$ cat config.mk
export PLATFORM = sky130hd
export DESIGN_NAME = txq_launch
export DESIGN_NICKNAME = d
export VERILOG_FILES = /design/src/rtl/txq_launch_pkg.sv /design/src/rtl/txq_launch_time.sv /design/src/rtl/txq_launch_flags.sv /design/src/rtl/txq_launch.sv
export SDC_FILE = /design/constraint.sdc
export NUM_CORES = 1
export LEC_CHECK = 0
export BUFFER_PORTS_ARGS = -buffer_cell sky130_fd_sc_hd__clkbuf_2
export CORE_MARGIN = 2
export CORE_UTILIZATION = 43
export DETAILED_ROUTE_END_ITERATION = 16
export GPL_ROUTABILITY_DRIVEN = 0
export SLEW_MARGIN = 0
export SYNTH_ARGS = -nofsm -noshare
export SYNTH_HDL_FRONTEND = slang
export SYNTH_SLANG_ARGS = --single-unit
$ cat constraint.sdc
create_clock -name clk_i -period 5.8 [get_ports clk_i]
set_input_delay 0.29 -clock clk_i [delete_from_list [all_inputs] [get_ports clk_i]]
set_output_delay 0.29 -clock clk_i [all_outputs]
set_load 0.01 [all_outputs]
$ cat src/rtl/txq_launch_pkg.sv
package txq_launch_pkg;

    typedef enum logic [2:0] {
        ST_HDR0 = 3'd0,
        ST_HDR1 = 3'd1,
        ST_WAIT = 3'd2,
        ST_SEND = 3'd3,
        ST_PAD  = 3'd4,
        ST_DROP = 3'd5
    } sched_state_t;

    // header word 0 field positions (decoded by the queue writer too)
    localparam int SOB_BIT = 28;
    localparam int EOB_BIT = 27;

endpackage

$ cat src/rtl/txq_launch_time.sv
module txq_launch_time #(
    parameter int TS_W = 32
) (
    input  logic            clk_i,
    input  logic            rst_ni,
    input  logic            tick_i,
    input  logic [TS_W-1:0] cmp_i,
    output logic [TS_W-1:0] now_o,
    output logic            late_o,
    output logic            due_o
);

    logic [TS_W-1:0] now_d, now_q;
    logic [TS_W-1:0] diff;

    always_comb begin
        now_d = now_q;
        if (tick_i) begin
            now_d = now_q + TS_W'(1);
        end
    end

    always_ff @(posedge clk_i) begin
        if (!rst_ni) begin
            now_q <= '0;
        end else begin
            now_q <= now_d;
        end
    end

    // wrap-aware: negative difference means the launch time has passed
    assign diff   = cmp_i - now_q;
    assign late_o = diff[TS_W-1];
    assign due_o  = (diff == '0);
    assign now_o  = now_q;

    AST_TIME_STEP: assert property (@(posedge clk_i) disable iff (!rst_ni)
        tick_i |=> (now_q == $past(now_q) + TS_W'(1)));
    AST_TIME_HOLD: assert property (@(posedge clk_i) disable iff (!rst_ni)
        !tick_i |=> $stable(now_q));

endmodule

$ cat src/rtl/txq_launch_flags.sv
module txq_launch_flags (
    input  logic clk_i,
    input  logic rst_ni,
    input  logic clr_i,
    input  logic drop_ev_i,
    input  logic starve_i,
    input  logic burst_set_i,
    input  logic burst_clr_i,
    output logic dropped_o,
    output logic underrun_o,
    output logic burst_o
);

    typedef struct packed {
        logic dropped;
        logic underrun;
        logic burst;
    } flags_t;

    flags_t f_d, f_q;

    always_comb begin
        f_d = f_q;
        if (clr_i) begin
            f_d.dropped  = 1'b0;
            f_d.underrun = 1'b0;
        end
        if (drop_ev_i) begin
            f_d.dropped = 1'b1;
        end
        if (starve_i && f_q.burst) begin
            f_d.underrun = 1'b1;
        end
        if (burst_clr_i) begin
            f_d.burst = 1'b0;
        end else if (burst_set_i) begin
            f_d.burst = 1'b1;
        end
    end

    always_ff @(posedge clk_i) begin
        if (!rst_ni) begin
            f_q <= '0;
        end else begin
            f_q <= f_d;
        end
    end

    assign dropped_o  = f_q.dropped;
    assign underrun_o = f_q.underrun;
    assign burst_o    = f_q.burst;

    AST_DROP_STICKY: assert property (@(posedge clk_i) disable iff (!rst_ni)
        (f_q.dropped && !clr_i) |=> f_q.dropped);
    AST_UNDER_STICKY: assert property (@(posedge clk_i) disable iff (!rst_ni)
        (f_q.underrun && !clr_i) |=> f_q.underrun);
    AST_UNDER_IN_BURST: assert property (@(posedge clk_i) disable iff (!rst_ni)
        (!f_q.underrun && !f_q.burst) |=> !f_q.underrun);

endmodule

$ cat src/rtl/txq_launch.sv
module txq_launch
    import txq_launch_pkg::*;
#(
    parameter int DATA_W    = 32,
    parameter int TS_W      = 32,
    parameter int LEN_W     = 9,
    parameter int PKT_WORDS = 128,
    parameter int HDR_WORDS = 2,
    parameter int MAX_LEN   = 504
) (
    input  logic              clk_i,
    input  logic              rst_ni,
    input  logic              tick_i,
    input  logic              clr_i,
    input  logic [DATA_W-1:0] in_data_i,
    input  logic              in_valid_i,
    output logic              in_ready_o,
    output logic [DATA_W-1:0] smp_data_o,
    output logic              smp_vld_o,
    output logic [TS_W-1:0]   smp_time_o,
    output logic [TS_W-1:0]   now_o,
    output logic              dropped_o,
    output logic              underrun_o
);

    localparam int BODY_WORDS = PKT_WORDS - HDR_WORDS;
    localparam int REM_W      = $clog2(BODY_WORDS + 1);
    localparam int SMP_SHIFT  = $clog2(DATA_W / 8);
    localparam logic [TS_W-1:0] NOW_STAMP = '1;

    typedef struct packed {
        sched_state_t      st;
        logic [LEN_W-1:0]  len;
        logic              sob;
        logic              eob;
        logic [TS_W-1:0]   ts;
        logic [REM_W-1:0]  rem;
        logic [REM_W-1:0]  left;
        logic [DATA_W-1:0] smp;
        logic              smp_vld;
        logic [TS_W-1:0]   smp_time;
    } regs_t;

    regs_t r_d, r_q;

    logic [TS_W-1:0]  now;
    logic [TS_W-1:0]  cmp;
    logic             late;
    logic             due;
    logic             burst;
    logic             drop_ev;
    logic             starve;
    logic             burst_set;
    logic             burst_clr;
    logic             issue;
    logic [REM_W-1:0] nsamp;

    assign cmp   = (r_q.st == ST_HDR1) ? in_data_i[TS_W-1:0] : r_q.ts;
    assign nsamp = REM_W'(r_q.len >> SMP_SHIFT);

    txq_launch_time #(
        .TS_W(TS_W)
    ) u_time (
        .clk_i  (clk_i),
        .rst_ni (rst_ni),
        .tick_i (tick_i),
        .cmp_i  (cmp),
        .now_o  (now),
        .late_o (late),
        .due_o  (due)
    );

    txq_launch_flags u_flags (
        .clk_i       (clk_i),
        .rst_ni      (rst_ni),
        .clr_i       (clr_i),
        .drop_ev_i   (drop_ev),
        .starve_i    (starve),
        .burst_set_i (burst_set),
        .burst_clr_i (burst_clr),
        .dropped_o   (dropped_o),
        .underrun_o  (underrun_o),
        .burst_o     (burst)
    );

    always_comb begin
        r_d         = r_q;
        r_d.smp_vld = 1'b0;
        in_ready_o  = 1'b0;
        drop_ev     = 1'b0;
        starve      = 1'b0;
        burst_set   = 1'b0;
        burst_clr   = 1'b0;
        issue       = 1'b0;

        unique case (r_q.st)
            ST_HDR0: begin
                in_ready_o = 1'b1;
                starve     = tick_i && !in_valid_i;
                if (in_valid_i) begin
                    r_d.len = in_data_i[LEN_W-1:0];
                    r_d.sob = in_data_i[SOB_BIT];
                    r_d.eob = in_data_i[EOB_BIT];
                    r_d.st  = ST_HDR1;
                end
            end
            ST_HDR1: begin
                in_ready_o = 1'b1;
                starve     = tick_i && !in_valid_i;
                if (in_valid_i) begin
                    r_d.ts   = in_data_i[TS_W-1:0];
                    r_d.rem  = REM_W'(BODY_WORDS);
                    r_d.left = nsamp;
                    if ((r_q.len > LEN_W'(MAX_LEN)) ||
                        ((in_data_i[TS_W-1:0] != NOW_STAMP) && late)) begin
                        drop_ev = 1'b1;
                        r_d.st  = ST_DROP;
                    end else begin
                        burst_set = r_q.sob;
                        if (nsamp == '0) begin
                            burst_clr = r_q.eob;
                            r_d.st    = ST_PAD;
                        end else if (in_data_i[TS_W-1:0] == NOW_STAMP) begin
                            r_d.st = ST_SEND;
                        end else begin
                            r_d.st = ST_WAIT;
                        end
                    end
                end
            end
            ST_WAIT: begin
                if (late) begin
                    drop_ev = 1'b1;
                    r_d.st  = ST_DROP;
                end else if (due && tick_i) begin
                    in_ready_o = 1'b1;
                    r_d.st     = ST_SEND;
                    issue      = in_valid_i;
                end
            end
            ST_SEND: begin
                in_ready_o = tick_i;
                starve     = tick_i && !in_valid_i;
                issue      = tick_i && in_valid_i;
            end
            ST_PAD, ST_DROP: begin
                in_ready_o = 1'b1;
                if (in_valid_i) begin
                    r_d.rem = r_q.rem - REM_W'(1);
                    if (r_q.rem == REM_W'(1)) begin
                        r_d.st = ST_HDR0;
                    end
                end
            end
            default: begin
                r_d.st = ST_HDR0;
            end
        endcase

        if (issue) begin
            r_d.smp      = in_data_i;
            r_d.smp_vld  = 1'b1;
            r_d.smp_time = now;
            r_d.rem      = r_q.rem - REM_W'(1);
            r_d.left     = r_q.left - REM_W'(1);
            if (r_q.left == REM_W'(1)) begin
                burst_clr = r_q.eob;
                r_d.st    = (r_q.rem == REM_W'(1)) ? ST_HDR0 : ST_PAD;
            end
        end
    end

    always_ff @(posedge clk_i) begin
        if (!rst_ni) begin
            r_q <= '0;
        end else begin
            r_q <= r_d;
        end
    end

    assign smp_data_o = r_q.smp;
    assign smp_vld_o  = r_q.smp_vld;
    assign smp_time_o = r_q.smp_time;
    assign now_o      = now;

    AST_SEND_ON_TICK: assert property (@(posedge clk_i) disable iff (!rst_ni)
        (r_q.st == ST_SEND && in_ready_o) |-> tick_i);
    AST_SMP_AFTER_TICK: assert property (@(posedge clk_i) disable iff (!rst_ni)
        smp_vld_o |-> $past(tick_i));
    AST_DROP_SILENT: assert property (@(posedge clk_i) disable iff (!rst_ni)
        (r_q.st == ST_DROP) |=> !smp_vld_o);
    AST_MALFORMED: assert property (@(posedge clk_i) disable iff (!rst_ni)
        (r_q.st == ST_HDR1 && in_valid_i && r_q.len > LEN_W'(MAX_LEN))
        |=> (r_q.st == ST_DROP && dropped_o));
    AST_WAIT_HOLDS: assert property (@(posedge clk_i) disable iff (!rst_ni)
        (r_q.st == ST_WAIT && !due) |-> !in_ready_o);

endmodule

### Word level (Yosys, flattened, before mapping)

Cells that the tools add are included.

* eq/ne operators: 11
* bitwise operators: 1
* muxes and demuxes: 42
* reduce and logical (&&, ||, !) cells: 23
* magnitude comparators: 1
* add/subtract/negate cells: 4

Operators by type and width (number)
* $mux W79: 1
* $add A32 B1 Y32 const B: 1
* $eq A32 B32 Y1 const B: 1
* $logic_not A32 Y1: 1
* $mux W32: 1
* $ne A32 B32 Y1 const B: 1
* $sub A32 B32 Y32: 1
* $mux W3: 10
* $mux W14: 2
* $mux W1: 20
* $pmux W3 S5: 1
* $eq A7 B1 Y1 const B: 2
* $mux W7: 2
* $pmux W7 S2: 1
* $sub A7 B1 Y7 const B: 2
* $gt A9 B9 Y1 const B: 1
* $reduce_bool A2 Y1: 4
* $logic_not A7 Y1: 1
* $eq A3 B2 Y1 const B: 2
* $eq A3 B3 Y1 const B: 2
* $ne A3 B3 Y1 const B: 2
* $reduce_and A2 Y1: 3
* $logic_and A1 B1 Y1: 5
* $pmux W1 S2: 2
* other kinds (12): 13

* logic and storage cells: 96
* flip-flop bits (word level): 160

### Depth between registers and ports, before layout

* word-level depth: 11
* gate-level depth with buffers: 20

### Hierarchy

A second synthesis with hierarchy kept.

* cell total of the unflattened synthesis: 1212
* area, all modules: 9401.5 µm²

By module, submodules not included
* txq_launch: area an instance 5753.0 µm², cells each 720, instances 1
* txq_launch_time: area an instance 3545.9 µm², cells each 482, instances 1
* txq_launch_flags: area an instance 102.6 µm², cells each 10, instances 1

### Worst setup path after synthesis

OpenSTA, ideal clock, no wires.

* kind: flip-flop to flip-flop
* start: reg r_q[122] (netlist bit)
* end: reg r_q, in the netlist smp_time_o[29]
* setup slack: 1056 ps
* data arrival time: 4617 ps
* stages on the path, launching flop included: 21
* required time: 5672 ps
* setup time: 128 ps
* path through: dfxtp_1 buf_2 nor3b_4 clkbuf_1 mux2i_1 ha_1 inv_1 fa_1 a211oi_2 o21ai_2 a22oi_2 a211oi_1 or3_1 o2bb2ai_1 a2111oi_2 nand4b_1 a211oi_4 buf_8 buf_8 mux2i_1 nor2_1

* cells in the longest elaborated chain, start to end: 8

Ends and longest elaborated chain
* start: declaration: RTL line txq_launch.sv:44 `regs_t r_d, r_q;`
* start signal: assignment: RTL line txq_launch.sv:177 `r_q <= r_d;`
* $eq A3 B1 Y1: RTL line txq_launch.sv:58 `assign cmp = (r_q.st == ST_HDR1) ? in_data_i[TS_W-1:0] : r_q.ts;`
* $mux W32: RTL line txq_launch.sv:58
* $sub A32 B32 Y32: RTL line txq_launch_time.sv:32 `assign diff = cmp_i - now_q;`
* $logic_not A32 Y1: RTL line txq_launch_time.sv:34 `assign due_o = (diff == '0);`
* $logic_and A1 B1 Y1: RTL line txq_launch.sv:135 `end else if (due && tick_i) begin`
* $mux W1: RTL line txq_launch.sv:135
* $mux W1: RTL line txq_launch.sv:132 `if (late) begin`
* $pmux W1 S2 *: RTL line txq_launch.sv:96 `unique case (r_q.st)`

Every way passes the cells marked *; elsewhere a longest branch is shown, timed or not.
A chain may end at the register's enable or synchronous reset.

### Worst setup path after layout

* start: reg r_q[122] (netlist bit)
* end: reg u_flags.f_q, in the netlist u_flags.burst_o

* cells in the longest elaborated chain, start to end: 11

Ends and longest elaborated chain
* branches (longest 11 deep; another with $sub A32 B32 Y32)
* end signal: assignment: RTL line txq_launch_flags.sv:43 `f_q <= '0;`
* end signal: assignment: RTL line txq_launch_flags.sv:45 `f_q <= f_d;`
* end: declaration: RTL line txq_launch_flags.sv:20 `flags_t f_d, f_q;`

Several ways; the timed one is not identified.

==> metrics.md <==
| Metric | Value |
|---|---|
| Ratio of routed vias to standard cells | 5.52 |
| Die outline width | between 150 and 200 microns |
| Predominant post-synthesis flop cell | sky130_fd_sc_hd__dfxtp_1 |
| Synth Register Bits | 160 |
| Latest clock arrival within the worst-skew pair | ~430 ps |
| Critical Path Fanout Max | 19 |
| Total power density per cell area | 461 mW/mm^2 |
| Die footprint | approximately 0.024 sq mm |
| Number of buffers between clock root and the deepest sink | 2 |
| M1 wire length | between 10 and 15 mm |
| Placeable core region | approximately 0.022 sq mm |
| Row count | 54 |
| Post-Synthesis Mean Instance Area | just over 8 sq um |
| Count of port buffers added during placement | 136 |
| Number of nets still failing antenna checks after routing | 0 |
| Clock root buffer | sky130_fd_sc_hd__clkbuf_16 |
| Worst-case clock skew | around 10 ps |
| Die outline height | approximately 150 microns |
| Initial cell density of the core | a little over two fifths |
| Cts-stage hold buffer count | 0 |
| Grt total ovfl | 0 |
| Via Count | 8,314 |
| Via count of the first global-routing pass | 7,805 |
| Type of the worst setup path | reg -> reg |
| Overall power of the completed layout | a little under 5 mW |
| Ratio of cells with drive above 1 in the final layout | approximately a fifth |
| Total count of hold-check failures in the final report | 0 |
| Number of antenna violations at the first check in global routing | 0 |
| I/O pin cnt | roughly 140 |
| Metal3 WL | 1.21 mm |
| Leading cell type in the layout, fill and taps excluded | sky130_fd_sc_hd__nand2_1 |
| Netlist area before placement | around 0.0096 sq mm |
| Maximum resistive drop on vdd | 0.000207 V |
| CTS Buf Count | 17 |
| CP startpoint | r_q[122] |
| Static Leak | roughly 4 nW |
| Outcome | complete, no violations |
| Worst EP required | between 6000 and 7000 ps |
| Number of maximum-capacitance constraint violations | 0 |
| Startpoint Class | flop |
| Area added between synthesis and finish | 9.22% |
| Slew at the pin closest to its max-slew limit | roughly 900 ps |
| Hold wc startpoint | clr_i |
| Sequential cell area fraction in the yosys report | around 33% |
| Setup Viol. Count Final | 0 |
| Diodes inserted | 0 |
| Post-CTS sizing | 0 |
| Post-Layout Cell Count | roughly 1,500 |
| Routed Wire Length | around 26 mm |
| Proportion of total power due to net switching | between 40 and 50% |
| DRC viols | 0 |
| Min-delay worst type | in -> reg |
| Synthesized netlist cell count | between 1,000 and 1,500 |
| Wire length of the first global-routing pass | approximately 42 mm |
| Fill cells | between 2,000 and 2,500 |
| Pint | roughly 2.8 mW |
| Type of destination of the critical path | flop |
| Period minus WS final | around 5400 ps |
| Instance count after placement with tap cells included | 1,473 |
| Net count of the mapped netlist | 1,245 |
| Flop pwr share | 25.8% |
| Post-route setup TNS | 0 ps |
| CTS H-tree depth | 4 |
| First-pass iteration count of the detailed router | 5 |
| Detailed route wirelength on metal2 | around 12 mm |
| Total half-perimeter wirelength after legalization and detailed placement | 19.0 mm |
| Clock group share of total power | 23.4% |
| FFs w/ async S/R, synth | 0% |
| Mean routed wirelength per cell | between 15 and 20 microns |
| Distinct cell type count after synthesis | between 70 and 80 |
| Clock transition time at the flip-flop clock pins of the worst setup and hold paths | about 70 ps |
| Largest net degree at the start of global routing | 90 |
| Proportion of power drawn by combinational gates | 50.7% |
| Achievable clock frequency | between 150 and 200 MHz |
| Crit path arrival time | 5690 ps |
| CTS tree | built |
| Number of warnings issued by yosys | 0 |
| # nets final | 1,286 |
| Rel. slew slack | between 30% and 40% |
| Most frequent cells in the layout | 166 x sky130_fd_sc_hd__nand2_1, 160 x sky130_fd_sc_hd__dfxtp_1, 136 x sky130_fd_sc_hd__clkbuf_2 |
| Clock sinks | 160 |
| Reg-to-reg startpoint | r_q[122] |
| Max Used Layer | met4 |
| Final max-slew violation count | 0 |
| Setup repair after global routing missed its margin | no |
| Net switching power | slightly above 2 mW |
| Post-CTS Repair Setup Buffers | 0 |
| EDFF count, synth | 0 |
| Tot GR Track Use | 21.9% |
| Share of the clock period used by the worst path | 93.3% |
| Initial DRC Count | about 590 |
[path summary, 6_finish.rpt]
path	endpoint	slack, ps	cells after the start
min	u_flags.underrun_o	120	4
min reg2reg	r_q[99]	450	2
max reg2reg	u_flags.burst_o	390	16
max	u_flags.burst_o	390	16
[cells in the mapped netlist, types with 14 or more instances]
cell                       instances  share of area, %
sky130_fd_sc_hd__nand2_1         166               6.5
sky130_fd_sc_hd__inv_1            47               1.8
sky130_fd_sc_hd__mux2i_1          76               7.9
sky130_fd_sc_hd__dfxtp_1         160                33
sky130_fd_sc_hd__mux2_2           30               3.5
sky130_fd_sc_hd__xnor2_1          33               3.0
sky130_fd_sc_hd__nand4_1          25               1.6
sky130_fd_sc_hd__ha_1             36               4.7
sky130_fd_sc_hd__buf_4            65               5.1
sky130_fd_sc_hd__clkbuf_1         35               1.4
sky130_fd_sc_hd__a211oi_1         14               1.1
sky130_fd_sc_hd__a21oi_1          93               4.9
sky130_fd_sc_hd__o21ai_0          34               1.8
sky130_fd_sc_hd__nor3_1           20               1.0
sky130_fd_sc_hd__nand3_1          25               1.3
sky130_fd_sc_hd__nor2_1          127               5.0
[registers in the layout (all words and copies together), names as in the netlist]
register	flops
u_flags.dropped_o	1
smp_vld_o	1
smp_time_o	32
u_flags.burst_o	1
u_flags.underrun_o	1
r_q	53
u_time.now_o	32
smp_data_o	32
nsamp	7
[power groups by stage]
stage          combinational [mW]  clock [mW]  sequential [mW]
6_report                     2.45        1.13             1.25
3_5_place_dp                 2.38           0             1.27
2_1_floorplan                1.90           0             1.24
3_3_place_gp                 2.38           0             1.27
5_1_grt                      2.71        1.20             1.26
4_1_cts                      2.40        1.16             1.25
[metrics by stage]
stage	setup slack [ps]	utilization, %	hold slack (ps)	instance area (sq um)
floorplan	1060	-	426	9590
global placement	570	45.2	439	9900
detailed placement	526	45.2	447	9900
CTS	510	47.9	109	10500
global route	19.8	47.9	135	10500
finish	391	47.9	125	10500
[final cells by class]
| type | instances | area, sq um | area share [%] |
|---|---|---|---|
| sequential | 160 | 3200 | 30.6 |
| tap | 280 | 350 | 3.34 |
| multi-input combinational | 839 | 5380 | 51.3 |
| clock inverter | 13 | 139 | 1.33 |
| inverter | 48 | 183 | 1.74 |
| timing repair buffer | 146 | 781 | 7.45 |
| clock buffer | 19 | 443 | 4.23 |
[critical path: stages, from the launching register on]
cell                        delay, ps
sky130_fd_sc_hd__dfxtp_1          500
sky130_fd_sc_hd__nor3b_4          250
sky130_fd_sc_hd__buf_4            330
sky130_fd_sc_hd__mux2_2           420
sky130_fd_sc_hd__ha_1             430
sky130_fd_sc_hd__a21oi_2          280
sky130_fd_sc_hd__o21ai_1          150
sky130_fd_sc_hd__a21oi_1          530
sky130_fd_sc_hd__o211ai_1         150
sky130_fd_sc_hd__nor4_1           320
sky130_fd_sc_hd__nand4_1          170
sky130_fd_sc_hd__a2111oi_2        300
sky130_fd_sc_hd__nand4b_1         290
sky130_fd_sc_hd__a211oi_4         460
sky130_fd_sc_hd__buf_4            260
sky130_fd_sc_hd__and4_1           310
sky130_fd_sc_hd__a2111oi_0        120
[kinds of logic (layout without fill, tap and decap cells)]
| family | count (synthesis) | after routing | synth area share (%) |
|---|---|---|---|
| buffers and inverters | 172 | 226 | 10.5 |
| AND/OR/NAND/NOR | 427 | 427 | 20.3 |
| multiplexers | 106 | 106 | 11.5 |
| XOR/XNOR | 43 | 43 | 3.93 |
| AO/OA/AOI/OAI | 226 | 226 | 15.5 |
| adder cells (fa/ha/maj) | 37 | 37 | 4.90 |
| flip-flops | 160 | 160 | 33.4 |
[per-layer routing]
layer / vias to the layer above / global-route usage (%)
met4: 0 / 9.13
met2: 230 / 35.0
li1: 4109 / -
met5: - / 0
met1: 3926 / 29.4
met3: 49 / 3.69
Power figures use the tool's default switching activity.
